File: config.mk
export PLATFORM = sky130hd
export DESIGN_NAME = qlram_quad
export DESIGN_NICKNAME = d
export VERILOG_FILES = /design/src/rtl/qlram_pkg.sv /design/src/rtl/qlram_wr_fanout.sv /design/src/rtl/qlram_lane.sv /design/src/rtl/qlram_quad.sv
export SDC_FILE = /design/constraint.sdc
export NUM_CORES = 1
export LEC_CHECK = 0
export ABC_AREA = 0
export CAP_MARGIN = 20
export CORE_ASPECT_RATIO = 1.4
export CORE_MARGIN = 2
export CORE_UTILIZATION = 63
export DETAILED_ROUTE_END_ITERATION = 8
export DONT_BUFFER_PORTS = 1
export MAX_ROUTING_LAYER = met4
export PLACE_DENSITY = 0.77
export SYNTH_ARGS = -nofsm -noshare
export SYNTH_HDL_FRONTEND = slang
export SYNTH_SLANG_ARGS = --single-unit
File: constraint.sdc
create_clock -name clk -period 2.2 [get_ports clk]
set_clock_uncertainty 0.1 [all_clocks]
set_input_delay 0 -clock clk [delete_from_list [all_inputs] [get_ports clk]]
set_output_delay 0 -clock clk [all_outputs]
set_load 0.01 [all_outputs]
File: src/rtl/qlram_pkg.sv
package qlram_pkg;
  // Number of lanes; the port set (A..D) fixes it at four.
  localparam int unsigned QL_LANES   = 4;
  // Lane whose read address also steers every write.
  localparam int unsigned QL_WR_LANE = 3;
endpackage

File: src/rtl/qlram_wr_fanout.sv
module qlram_wr_fanout #(
  parameter int unsigned LANES  = 4,
  parameter int unsigned LANE_W = 2
) (
  input  logic                         wr_en,
  input  logic [LANES*LANE_W-1:0]      wr_data,
  output logic [LANES-1:0]             lane_we,
  output logic [LANES-1:0][LANE_W-1:0] lane_wd
);
  // Slice k of the write word belongs to lane k; every lane shares the enable.
  for (genvar g = 0; g < LANES; g++) begin : g_slice
    assign lane_we[g] = wr_en;
    assign lane_wd[g] = wr_data[g*LANE_W +: LANE_W];
  end
endmodule

File: src/rtl/qlram_lane.sv
module qlram_lane #(
  parameter int unsigned ADDR_W = 5,
  parameter int unsigned DATA_W = 2,
  parameter logic [DATA_W*(2**ADDR_W)-1:0] INIT = '0,
  parameter bit WR_ON_FALL = 1'b0
) (
  input  logic              clk,
  input  logic              we,
  input  logic [ADDR_W-1:0] wa,
  input  logic [DATA_W-1:0] wd,
  input  logic [ADDR_W-1:0] ra,
  output logic [DATA_W-1:0] rd
);
  localparam int DEPTH  = 2**ADDR_W;
  localparam int INIT_W = DATA_W*DEPTH;

  typedef logic [DATA_W-1:0] mem_t [DEPTH];

  // Location z starts from bits [DATA_W*z +: DATA_W] of the initial word.
  function automatic mem_t unpack_init(input logic [INIT_W-1:0] v);
    mem_t m;
    for (int z = 0; z < DEPTH; z++) m[z] = v[z*DATA_W +: DATA_W];
    return m;
  endfunction

  mem_t mem = unpack_init(INIT);

  if (WR_ON_FALL) begin : g_fall_wr
    always_ff @(negedge clk) begin
      if (we) mem[wa] <= wd;
    end
  end else begin : g_rise_wr
    always_ff @(posedge clk) begin
      if (we) mem[wa] <= wd;
    end
  end

  // Asynchronous read path.
  assign rd = mem[ra];
endmodule

File: src/rtl/qlram_quad.sv
module qlram_quad
  import qlram_pkg::*;
#(
  parameter int unsigned ADDR_W = 5,
  parameter int unsigned LANE_W = 2,
  parameter logic [LANE_W*(2**ADDR_W)-1:0] INIT_A = '0,
  parameter logic [LANE_W*(2**ADDR_W)-1:0] INIT_B = '0,
  parameter logic [LANE_W*(2**ADDR_W)-1:0] INIT_C = '0,
  parameter logic [LANE_W*(2**ADDR_W)-1:0] INIT_D = '0,
  parameter bit WR_ON_FALL = 1'b0
) (
  input  logic                       clk,
  input  logic                       wr_en,
  input  logic [QL_LANES*LANE_W-1:0] wr_data,
  input  logic [ADDR_W-1:0]          addr_a,
  input  logic [ADDR_W-1:0]          addr_b,
  input  logic [ADDR_W-1:0]          addr_c,
  input  logic [ADDR_W-1:0]          addr_d,
  output logic [LANE_W-1:0]          rd_a,
  output logic [LANE_W-1:0]          rd_b,
  output logic [LANE_W-1:0]          rd_c,
  output logic [LANE_W-1:0]          rd_d
);
  localparam int unsigned INIT_W = LANE_W*(2**ADDR_W);
  localparam logic [QL_LANES-1:0][INIT_W-1:0] INIT_SET = {INIT_D, INIT_C, INIT_B, INIT_A};

  logic [QL_LANES-1:0][ADDR_W-1:0] lane_ra;
  logic [QL_LANES-1:0][LANE_W-1:0] lane_rd;
  logic [QL_LANES-1:0]             lane_we;
  logic [QL_LANES-1:0][LANE_W-1:0] lane_wd;

  assign lane_ra = {addr_d, addr_c, addr_b, addr_a};
  assign {rd_d, rd_c, rd_b, rd_a} = lane_rd;

  qlram_wr_fanout #(
    .LANES (QL_LANES),
    .LANE_W(LANE_W)
  ) u_fanout (
    .wr_en  (wr_en),
    .wr_data(wr_data),
    .lane_we(lane_we),
    .lane_wd(lane_wd)
  );

  for (genvar g = 0; g < QL_LANES; g++) begin : g_lane
    qlram_lane #(
      .ADDR_W    (ADDR_W),
      .DATA_W    (LANE_W),
      .INIT      (INIT_SET[g]),
      .WR_ON_FALL(WR_ON_FALL)
    ) u_lane (
      .clk(clk),
      .we (lane_we[g]),
      .wa (lane_ra[QL_WR_LANE]),
      .wd (lane_wd[g]),
      .ra (lane_ra[g]),
      .rd (lane_rd[g])
    );
  end
endmodule

* Word-level counts from Yosys, hierarchy flattened
Memory sizes are Yosys's and may differ from the RTL's.
Index checks and enable logic that the tools add are counted.
** Operators by class
- Muxes and demuxes :: 2
** Operators with widths (number)
- 1-bit 2-to-1 mux :: 2
** Word-level totals
- Output and inout port bits :: 8
- Word-level logic and storage cells :: 6
- Memory bits (writable) :: 256
- Memories kept :: 4
- Register bits after elaboration :: 0
** Memory list
- g_lane[0].u_lane.mem :: words 32, width 2, rd ports 1, clocked after memory_dff 0, wr ports 1, line qlram_lane.sv:26 : mem_t mem = unpack_init(INIT);
- g_lane[1].u_lane.mem :: words 32, width 2, rd ports 1, clocked after memory_dff 0, wr ports 1, line qlram_lane.sv:26
- g_lane[2].u_lane.mem :: words 32, width 2, rd ports 1, clocked after memory_dff 0, wr ports 1, line qlram_lane.sv:26
- g_lane[3].u_lane.mem :: words 32, width 2, rd ports 1, clocked after memory_dff 0, wr ports 1, line qlram_lane.sv:26

* Longest topological paths before layout
- Depth in word-level cells :: 2
- Mapped depth :: 7
- Gate-level depth less buffers :: 5

* By module
From an unflattened synthesis, not the netlist that was laid out.
** Second synthesis, totals
- Cell total of the unflattened synthesis :: 744
- Area, all modules :: 11060.6 um^2
** By module, submodules not included
- qlram_lane :: cells an instance 183, seq. area each 1921.8 um^2, instances 4, area each 2742.6 um^2
- qlram_wr_fanout :: cells an instance 12, seq. area each 0.0 um^2, instances 1, area each 90.1 um^2

* Worst setup path before layout
Ideal clock, no wire load.
- Path kind :: input port to flip-flop
- Start :: input addr_d[0]
- End :: memory g_lane[0].u_lane.mem[12][0] (netlist name), enable pin
- Buffers on the path :: 2
- Library setup time :: 370 ps
- Setup slack :: 623 ps
- Data arrival time :: 1107 ps
- Cell stages on the path :: 4
- Cell sequence :: buf_2 -> or3b_1 -> clkbuf_1 -> nor2_1
** RTL lines
- start, declared :: line qlram_quad.sv:18 : input logic [ADDR_W-1:0] addr_d,
- end, declared :: line qlram_lane.sv:26
No word-level cell before the write port.

* Final worst setup path
- Start :: input addr_d[2]
- End :: memory g_lane[3].u_lane.mem[18][1] (netlist name), enable pin
** RTL lines (line)
- end, declared :: qlram_lane.sv:26
No word-level cell before the write port.

==> flow_summary.toml <==
[run_status]
status = "completed"

[hold_path]
min_path_cells = 3
hold_path.class = "input pin to flop"

[floorplan]
dieArea_um2 = 17200
die_y_um = 155
ioPinCount = 38
die_w_um = 112
num_rows = 55
start_util_pct = 63.6
core_area_um2 = 16000

[worst_setup_path]
startpoint_type = "input pin"
required_ps = 2330
arrival_ps = 2240
crit_path_end_kind = "flop"
crit_fanout = 7
crit_type = "input pin to flop"

[detailed_routing]
routedWlPerCell_um = 27.9
ant_nets = 0
postRouteWirelength_mm = 23.0
viasPerCell = 6.74
via_count = 5575
drtIter0Drc = 782
firstDrtPassIters = 5
drc_errors = 0

[logic_synthesis]
synth.distinct_cells = 27
synth_area_leaders = "edfxtp_1 (75%), mux2i_1 (9.4%), mux4_2 (3.5%), a22oi_1 (3.4%), nor2_1 (1.4%)"
syn_area_um2 = 10200
synth_top_area_share_pct = 75.4
synth_fp_nets = 591
yosys.area_share.simple_pct = 4.98
synthXorXnorAreaFrac_pct = 0
synth_compound_area_share_pct = 4.83
yosys.area_share.adder_pct = 0
yosysWarnings = 0
synth_mux_area_share_pct = 13.0
synth_top_family_by_area = "multiplexers"
yosys.area.top_type = "edfxtp_1"
synth.avg_cell_area_um2 = 18.2
yosysSeqAreaShare_pct = 75.4
ys_seq_elements = 256
syn_inst = 561

[power_and_ir_drop]
netSwitchingPower_mw = 2.00
clkPwrFrac_pct = 40.5
vdd_drop_max_mv = 0.786
internal-power_mw = 7.95
power_density_nw_per_um2 = 859
seqPwrFrac_pct = 54.7
p_leak_nw = 3.94
p_comb_share_pct = 4.8
p_sw_share_pct = 20.1

[cells_and_area]
fill_cells = 947
reg_top3 = "g_lane.u_lane.mem (256)"
layout.nets = 642
n_antenna_cell = 0
fin_area_um2 = 11600
final_common_cell = "edfxtp_1"
layout-drive-gt1-share_pct = 13.1
final_util_pct = 72.2
regMostFlops = "g_lane.u_lane.mem"
largest_reg_flops = 256
syn2layout_area_growth_pct = 13.5
final_cell_mix = "edfxtp_1 (256), mux2i_1 (96), a22oi_1 (46)"

[timing]
hold_violations = 0
worstMarginPinSlew_ps = 1080
setup_tns_ps = 0
hold_ws_ps = 41.8
rsz0062_at_grt = "no"
relSlewSlack_pct = 27.7
min_period_ps = 2110
maxClockFrequency_mhz = 474
slew_viol_final = 0
setup_violations = 0
period_share_pct = 96.0

[job]
maxCapViolCount = 0

[global_routing]
grt_max_degree = 33
grt-ovfl-total = 0
grt_pass1_wl_mm = 34.3
grt_antenna_before_repair = 0
grt_pass1_vias = 5691
grt_usage_pct = 27.9

[cts]
cts_root_buffer = "clkbuf_16"
htreeDepth = 1
post_cts_buffers = 0
max-clock-path-buffers = 3
cts_tree = "done"
clk_pin_slew_worst_paths_ps = 60
clock-sinks = 256
numCtsBuffers = 24

[placement]
post_dp_cell_area_um2 = 10500
place_hpwl_mm = 14.7
place.gp.congestion = 0.950
numPortBuffers = 0
[layout make-up]
cell class / count / area, um2 / area share (%)
well taps: 199 / 249 / 2.15
clock buffers: 32 / 652 / 5.63
multi-input cells: 276 / 2320 / 20.1
clock inverters: 10 / 111 / 0.962
repair buffers: 54 / 553 / 4.78
flip-flops and latches: 256 / 7690 / 66.4
[cell usage after synthesis]
library cell	instances
a22oi_1	46
a32oi_1	2
nand4b_1	6
nor3_1	1
nand2_1	18
o311ai_1	6
buf_6	7
clkbuf_1	13
nor2_1	38
nor3b_1	2
nand3_1	2
or2_1	2
mux2i_1	96
a31oi_1	6
or3_1	1
and2_1	3
edfxtp_1	256
a21oi_1	8
nand4_1	2
and3_1	1
buf_2	3
nor2b_1	8
mux4_2	16
nand3b_1	3
or3b_1	3
and4b_1	6
buf_4	6
[logic make-up (layout without fill, tap and decap cells)]
kind of cell	count (synthesis)	in the layout
DFF	256	256
muxes	112	112
and+or+nand+nor	96	96
AOI/OAI and AO/OA	68	68
buffers and inverters	29	96
[metal layers]
metal | vias up | global-route usage [%] | part of all wire (%)
li1 | 2374 | - | -
met1 | 2780 | 34.3 | 34
met2 | 353 | 46.7 | 52
met3 | 68 | 4.00 | 9.0
met4 | 0 | 12.5 | 4.7
met5 | - | - | 0
[power groups by stage]
| stage | Sequential [mW] | Clock, mW | Combinational, mW |
|---|---|---|---|
| global route | 5.44 | 4.25 | 0.507 |
| detailed placement | 5.55 | 0 | 0.337 |
| finish | 5.44 | 4.03 | 0.481 |
| global placement | 5.54 | 0 | 0.326 |
| CTS | 5.44 | 4.04 | 0.461 |
| floorplan | 5.54 | 0 | 0.319 |
[timing repair]
| action | 4_1_cts | 5_1_grt |
|---|---|---|
| hold buffers | 24 | 0 |
| endpoints found under the setup margin | 0 | 20 |
| resized for setup | 0 | 2 |
| endpoints found under the hold margin | 440 | 0 |
[through the flow]
stage                     cells  total power [mW]  worst slack, ps
after floorplan             561              5.86              623
after global placement      758              5.87              600
after detailed placement    758              5.88              549
after CTS                   824              9.94             81.6
after global routing        827              10.2             2.46
final                       827              9.95             88.3
[path summary, 6_finish.rpt]
kind       from                     endpoint  slack, ps
max   addr_d[2]  g_lane[3].u_lane.mem[18][1]         90
min   addr_d[3]  g_lane[0].u_lane.mem[13][1]         40
[critical path, stage by stage]
cell and delay, ps:
nor2_1 170, dlygate4sd3_1 570, nand2_1 60, dlygate4sd3_1 630, nor2_1 180, dlygate4sd3_1 620
No activity file was read; power rests on OpenSTA's default activity.
